**src/rtl/seg_xlate.sv**
```systemverilog
module seg_xlate #(
  parameter int DESC_PER_TABLE = 8,
  parameter int IDX_W = (DESC_PER_TABLE > 1) ? $clog2(DESC_PER_TABLE) : 1
) (
  input  logic             clk,
  input  logic             rst,
  input  logic             wr_en,
  input  logic             wr_local,
  input  logic [IDX_W-1:0] wr_idx,
  input  logic [31:0]      wr_base,
  input  logic [19:0]      wr_limit,
  input  logic             wr_gran,
  input  logic             req_valid,
  output logic             req_ready,
  input  logic             req_prot,
  input  logic [15:0]      req_seg,
  input  logic [31:0]      req_off,
  output logic             rsp_valid,
  output logic [31:0]      rsp_addr,
  output logic             rsp_ok,
  output logic             rsp_fault,
  output logic [1:0]       rsp_cause,
  output logic [1:0]       rsp_rpl
);
  localparam int ENTRIES = 2 * DESC_PER_TABLE;
  localparam int ENT_W = $clog2(ENTRIES);
  localparam logic [1:0] C_NONE = 2'd0, C_NULL = 2'd1, C_RANGE = 2'd2, C_LIMIT = 2'd3;

  logic [31:0] base_q [ENTRIES];
  logic [19:0] lim_q  [ENTRIES];
  logic        gran_q [ENTRIES];

  wire [ENT_W-1:0] wr_ent = ENT_W'(wr_idx) + (wr_local ? ENT_W'(DESC_PER_TABLE) : '0);

  always_ff @(posedge clk) begin
    if (rst) begin
      for (int i = 0; i < ENTRIES; i++) begin
        base_q[i] <= '0;
        lim_q[i]  <= '0;
        gran_q[i] <= 1'b0;
      end
    end else if (wr_en && (int'(wr_idx) < DESC_PER_TABLE)) begin
      base_q[wr_ent] <= wr_base;
      lim_q[wr_ent]  <= wr_limit;
      gran_q[wr_ent] <= wr_gran;
    end
  end

  wire [12:0] sel_idx  = req_seg[15:3];
  wire        sel_loc  = req_seg[2];
  wire        in_range = sel_idx < 13'(DESC_PER_TABLE);
  wire        is_null  = (sel_idx == 13'd0) && !sel_loc;
  wire [ENT_W-1:0] rd_ent = in_range ?
      (ENT_W'(sel_idx) + (sel_loc ? ENT_W'(DESC_PER_TABLE) : '0)) : '0;

  wire [31:0] d_base  = base_q[rd_ent];
  wire [19:0] d_lim   = lim_q[rd_ent];
  wire        d_gran  = gran_q[rd_ent];
  wire [31:0] eff_lim = d_gran ? {d_lim, 12'hFFF} : {12'h000, d_lim};
  wire        over    = req_off > eff_lim;

  wire [19:0] real_sum = {req_seg, 4'h0} + {4'h0, req_off[15:0]};
  wire [31:0] prot_sum = d_base + req_off;

  logic [1:0] cause;
  always_comb begin
    if (!req_prot)     cause = C_NONE;
    else if (is_null)  cause = C_NULL;
    else if (!in_range) cause = C_RANGE;
    else if (over)     cause = C_LIMIT;
    else               cause = C_NONE;
  end

  wire accept = req_valid && req_ready;

  always_ff @(posedge clk) begin
    if (rst) begin
      req_ready <= 1'b0;
      rsp_valid <= 1'b0;
      rsp_addr  <= '0;
      rsp_ok    <= 1'b0;
      rsp_fault <= 1'b0;
      rsp_cause <= C_NONE;
      rsp_rpl   <= 2'd0;
    end else begin
      req_ready <= 1'b1;
      rsp_valid <= accept;
      if (accept) begin
        rsp_cause <= cause;
        rsp_fault <= cause != C_NONE;
        rsp_ok    <= cause == C_NONE;
        rsp_rpl   <= req_prot ? req_seg[1:0] : 2'd0;
        if (cause != C_NONE) rsp_addr <= '0;
        else if (!req_prot)  rsp_addr <= {12'h000, real_sum};
        else                 rsp_addr <= prot_sum;
      end
    end
  end


  a_r8_one_cycle_latency: assert property (@(posedge clk) disable iff (rst)
    req_valid && req_ready |=> rsp_valid);
  a_r8_no_spurious: assert property (@(posedge clk) disable iff (rst)
    !(req_valid && req_ready) |=> !rsp_valid);

  a_r1_real_no_fault: assert property (@(posedge clk) disable iff (rst)
    req_valid && req_ready && !req_prot |=> !rsp_fault && rsp_addr[31:20] == 12'h000);

  a_r3_null_fault: assert property (@(posedge clk) disable iff (rst)
    req_valid && req_ready && req_prot && req_seg[15:2] == 14'd0 |=> rsp_fault && rsp_cause == 2'd1);

  a_r7_fault_kills_addr: assert property (@(posedge clk) disable iff (rst)
    rsp_valid && rsp_fault |-> !rsp_ok && rsp_addr == 32'd0 && rsp_cause != 2'd0);
endmodule

```
**config.mk**
```make
export PLATFORM = sky130hd
export DESIGN_NAME = seg_xlate
export DESIGN_NICKNAME = d
export VERILOG_FILES = /design/src/rtl/seg_xlate.sv
export SDC_FILE = /design/constraint.sdc
export NUM_CORES = 2
export LEC_CHECK = 0
export ABC_AREA = 1
export ABC_CLOCK_PERIOD_IN_PS = 4700
export BUFFER_PORTS_ARGS = -buffer_cell sky130_fd_sc_hd__buf_2
export CAP_MARGIN = 20
export CORE_MARGIN = 2
export CORE_UTILIZATION = 55
export CTS_BUF_LIST = sky130_fd_sc_hd__clkbuf_4
export CTS_CLUSTER_DIAMETER = 100
export CTS_CLUSTER_SIZE = 40
export DETAILED_ROUTE_END_ITERATION = 8
export PLACE_DENSITY = 0.72
export SYNTH_ARGS = -nofsm -noshare
export SYNTH_HDL_FRONTEND = slang
export SYNTH_SLANG_ARGS = --single-unit
```
**constraint.sdc**
```tcl
create_clock -name clk -period 4.7 [get_ports clk]
set_input_delay 0.47 -clock clk [delete_from_list [all_inputs] [get_ports clk]]
set_output_delay 0.47 -clock clk [all_outputs]
set_load 0.005 [all_outputs]
```
# --- Yosys cells after proc, flatten, opt, wreduce, memory -nomap -nowiden ---
# Memory sizes are Yosys's and may differ from the RTL's.
# Index checks and enable logic that the tools add are counted.
word_totals:
  register_bits: 40
  latchBits: 0
  mem_bits_rw: 848
  mem_bits_ro: 0
  inputBits: 110
  out_inout_bits: 40
  elab_cells: 51
  memories: 3
memory_table:
  columns: ["name", "depth", "word_bits", "rd", "rd_ports_with_merged_regs", "wr", "line_no", "rtl"]
  rows:
  - ["base_q", 16, 32, 1, 0, 16, "29", "logic [31:0] base_q [ENTRIES];"]
  - ["lim_q", 16, 20, 1, 0, 16, "30", "logic [19:0] lim_q [ENTRIES];"]
  - ["gran_q", 16, 1, 1, 0, 16, "31", "logic gran_q [ENTRIES];"]
classes:
  n_addsub: 4
  n_mul: 0
  div: 0
  order_cmp: 2
  n_eq_ne: 0
  shifts: 0
  muxes: 26
  bitwise_logic: 0
  n_reduce_logical: 9
op_table:
  columns: ["op", "n"]
  rows:
  - ["$mux W32", 4]
  - ["$add A32 B32 Y32", 1]
  - ["$gt A32 B32 Y1", 1]
  - ["$reduce_or A32 Y1", 1]
  - ["$mux W4", 6]
  - ["$add A20 B16 Y20", 1]
  - ["$mux W20", 1]
  - ["$reduce_or A20 Y1", 1]
  - ["$logic_not A13 Y1", 1]
  - ["$lt A13 B4 Y1 const B", 1]
  - ["$mux W1", 10]
  - ["$mux W2", 5]
  - ["$add A3 B4 Y4", 1]
  - ["$add A4 B4 Y4", 1]
  - ["$logic_and A1 B1 Y1", 2]
  - ["$logic_not A2 Y1", 1]
  - ["$reduce_bool A2 Y1", 1]
  - ["$logic_not A1 Y1", 1]
  - ["$reduce_or A1 Y1", 1]

# --- Depth between registers and ports, before layout ---
# An unclocked memory read counts as a cell.
depth:
  ltp_word: 12
  ltp_mapped: 36
  depth_no_buf: 34

# --- Least setup slack after synthesis ---
# No wires, ideal clock.
synth_timing:
  kind: "in2reg"
  from: "input port req_seg[10]"
  to: "register rsp_addr[16]"
  setup_time_ns: 0.070
  t_arrival_ns: 3.901
  required_time_ns: 4.630
  slack_ns: 0.728
  cell_stages: 25
  path_buffers: 4
  cell_sequence: "nor2_1 -> nand2_1 -> nor2_4 -> nand3_2 -> buf_6 -> inv_2 -> buf_6 -> buf_4 -> buf_4 -> nand2_1 -> a31oi_1 -> nor3_1 -> o21bai_1 -> inv_1 -> ha_1 -> inv_1 -> fa_1 -> o21ai_0 -> a21oi_1 -> o21ai_0 -> a21oi_1 -> xor2_1 -> a21oi_1 -> nand2_1 -> a21oi_1"
synth_via:
  elab_chain_len: 11
  elab_cells_between_ends: 18
  cone_classes: "add/sub: 2; order compare: 2; mux: 8; reduce/logical: 3; memory: 3"
synth_lines:
  columns: ["element", "line_no", "rtl"]
  rows:
  - ["start: declaration", "16", "input logic [15:0] req_seg,"]
  - ["$lt A13 B4 Y1", "51", "wire in_range = sel_idx < 13'(DESC_PER_TABLE);"]
  - ["$mux W4", "53", "wire [ENT_W-1:0] rd_ent = in_range ?"]
  - ["$mem_v2 Z16 W20 or $mem_v2 Z16 W1 (tied branches)", null, null]
  - ["$mux W32", "59", "wire [31:0] eff_lim = d_gran ? {d_lim, 12'hFFF} : {12'h000, d_lim};"]
  - ["$gt A32 B32 Y1", "60", "wire over = req_off > eff_lim;"]
  - ["$mux W2", "70", "else if (over) cause = C_LIMIT;"]
  - ["$mux W2", "69", "else if (!in_range) cause = C_RANGE;"]
  - ["$mux W2", "68", "else if (is_null) cause = C_NULL;"]
  - ["$mux W2", "67", "if (!req_prot) cause = C_NONE;"]
  - ["$reduce_bool A2 Y1", "93", "if (cause != C_NONE) rsp_addr <= '0;"]
  - ["$mux W32 (*)", "93", null]
  - ["end signal: assignment", "94", "else if (!req_prot) rsp_addr <= {12'h000, real_sum};"]
  - ["end signal: assignment", "95", "else rsp_addr <= prot_sum;"]
  - ["end: declaration", "19", "output logic [31:0] rsp_addr,"]
# Every way passes the cells marked *; elsewhere a longest branch is shown, timed or not.
# A chain may end at the register's enable or synchronous reset.

# --- Worst setup path in the final report ---
layout_timing:
  from: "input port req_seg[8]"
  to: "register rsp_addr[1]"
# The elaborated chain is that of the path after synthesis.

==> flow_summary.yaml <==
layout:
  fin_nets: 4396
  layout_common_cells: "nor2_1 (936), edfxtp_1 (848), nand2_1 (605)"
  area_delta_synth_final_pct: 9.629
  layout_commonest_cell: "nor2_1"
  layout-drive-gt1-share: 0.1296
  fillers: 6221
  fin_area_um2: 46330
timing:
  fin_crit_sh: 0.9150
  worst_slack_ns: 0.3996
  fmax_mhz: 232.5
  period_needed_ns: 4.300
  final_hold_viol_count: 0
  slew_headroom: 0.2385
  finClkSkew_ns: 0.1114
  drv_slew: 0
  setup_viol: 0
  tightest_slew_ns: 1.142
  rsz0062_at_grt: "false"
global_route:
  grt_max_degree: 118
  first_global_vias: 31080
  antenna_found_initial: 3
  grt_usage: 0.3339
  grt_pass1_wl_um: 195500
  overflow: 0
floorplanning:
  die_w_um: 281.2
  io_pins: 150
  start_util: 0.5564
  die_area_um2: 79070
  die_h_um: 281.2
  fp.coreArea_um2: 75950
  placementRows: 101
clock_tree:
  cts_tree: "built"
  clockBufferDepth: 3
  cts_max_level: 2
  cts_made_buffers: 34
  clock_latency_ns: 1.03
  postCtsSetupRepairBufs: 0
  root_buffer: "clkbuf_4"
  cts.clk_slew.worst_paths_ns: 0.38
  cts.sinks: 888
yosys:
  synth_edf_count: 848
  ys.flop_type: "edfxtp_1"
  ys_types: 50
  syn_inst: 4059
  ys_ff_latch: 888
  ys_seq_area_frac: 0.6216
  yosysWarnings: 0
  netlist_area_um2: 42260
  synthesis.nets: 4246
  syn_area_per_cell_um2: 10.41
  async_flop_share: 0
drt:
  drtAntennaViolNets: 0
  via_per_inst: 6.228
  dr.first_iter.drc_count: 4620
  routedWlPerCell_um: 25.14
  via_count: 32750
  drc: 0
  routed_wl_um: 132200
  drt_pass1_iterations: 6
worst_setup_path:
  crit_top_cell: "nand2_1"
  worst_setup_path_start_kind: "input pin"
  setup.worst_path.end_class: "register"
  critical_path_class: "input pin to register"
  crit_fanout: 24
  crit_path_top_delay_cell: "dlygate4sd3_1"
  crit_required_ns: 5.59
  worstPathArrival_ns: 5.19
  slowest_delay_ns: 0.57
place:
  placed_area_um2: 45330
  place_congestion: 0.9761
  pre_cts_ws_ns: -0.2502
  dp_hpwl_um: 76450
  port_buffers: 149
power_and_ir_drop:
  powerDensity_nw_per_um2: 298.5
  leakagePower_uw: 0.01806
  peakVddDrop_mv: 0.2404
hold_path:
  hold_path.class: "input pin to register"
run:
  maxCapViolations: 0
outcome:
  outcome: "complete, no violations"
## final cells by class
| cell class | instances | area (µm²) | area share |
|---|---|---|---|
| flip-flops and latches | 888 | 26270 | 0.5670 |
| repair buffers | 431 | 3465 | 0.07479 |
| multi-input cells | 2708 | 14150 | 0.3054 |
| well taps | 1030 | 1289 | 0.02782 |
| clock inverters | 18 | 325.3 | 0.007022 |
| diodes | 1 | 2.502 | 0.00005402 |
| clock buffers | 36 | 270.3 | 0.005834 |
| inverters | 146 | 561.8 | 0.01213 |
## cell usage after synthesis (all sizes together) (52+ instances only)
| cell type | number | area [µm²] |
|---|---|---|
| or2 | 52 | 325.3 |
| nor2 | 939 | 3556 |
| ha | 75 | 938.4 |
| a21oi | 122 | 610.6 |
| o21ai | 84 | 420.4 |
| edfxtp | 848 | 25460 |
| o221ai | 73 | 639.4 |
| inv | 144 | 540.5 |
| buf | 120 | 803.3 |
| clkbuf | 197 | 739.5 |
| o211ai | 87 | 653.1 |
| a221oi | 109 | 1074 |
| nand2 | 640 | 2415 |
| nand3 | 294 | 1491 |
## path summary, 6_finish.rpt
| check | start | endpoint | slack (ns) | depth (start not counted) |
|---|---|---|---|---|
| min reg2reg | rsp_addr[23] | rsp_addr[23] | 0.48 | 2 |
| max | req_seg[8] | rsp_addr[1] | 0.40 | 31 |
| max reg2reg | gran_q[11] | rsp_addr[1] | 0.51 | 23 |
| min | wr_limit[16] | lim_q[15][16] | 0.01 | 3 |
## logic make-up after synthesis
| logic type | Yosys count | synth area share |
|---|---|---|
| flops | 888 | 0.6216 |
| xor+xnor | 23 | 0.004767 |
| simple gates | 2005 | 0.1956 |
| mux | 43 | 0.01019 |
| buf+inv | 463 | 0.04948 |
| compound gates | 560 | 0.09528 |
| fa+ha+maj | 77 | 0.02315 |
## power breakdown
part / switching (µW) / internal (µW) / total [µW]
Clock: 2480 / 600 / 3080
Combinational: 1040 / 494 / 1530
Sequential: 125 / 9090 / 9220
## per-stage QoR
step | hold slack (ns) | util | setup TNS (ns) | cells | total power (µW)
after floorplan | 0.4617 | - | 0 | 4059 | 10180
after global placement | 0.4482 | 0.5968 | -0.5529 | 5164 | 10850
after detailed placement | 0.4519 | 0.5968 | -2.411 | 5164 | 10870
after CTS | 0.001963 | 0.6096 | 0 | 5256 | 13780
after global routing | 0.02521 | 0.6100 | 0 | 5258 | 14200
final | 0.01063 | 0.6100 | 0 | 5258 | 13830
## worst max-delay path, delay by kind of cell
kind | cells | cell delay (ns)
fa+ha+maj | 1 | 0.27
buf+inv | 9 | 1.97
simple gates | 18 | 2.01
compound gates | 3 | 0.45
## timing repair
action,in CTS,in global routing
hold endpoints to repair,285,0
setup endpoints to repair,0,3
hold buffers,38,0
gates resized for setup,0,2
## per-layer routing
layer | part of all wire | global-route usage | up-vias | wire, µm
met1 | 0.37 | 0.4432 | 15730 | 48650
li1 | - | - | 14540 | -
met2 | 0.47 | 0.5418 | 2106 | 61640
met4 | 0.047 | 0.1407 | 2 | 6166
met3 | 0.12 | 0.06152 | 368 | 15710
met5 | 0.000098 | 0 | - | 13
## state kept, by name, indices dropped and copies added (netlist names), 2 cells and up
| name | count |
|---|---|
| rsp_cause | 2 |
| gran_q | 16 |
| lim_q | 320 |
| rsp_addr | 32 |
| rsp_rpl | 2 |
| base_q | 512 |
Note: power is estimated with default switching activity, not from simulation.
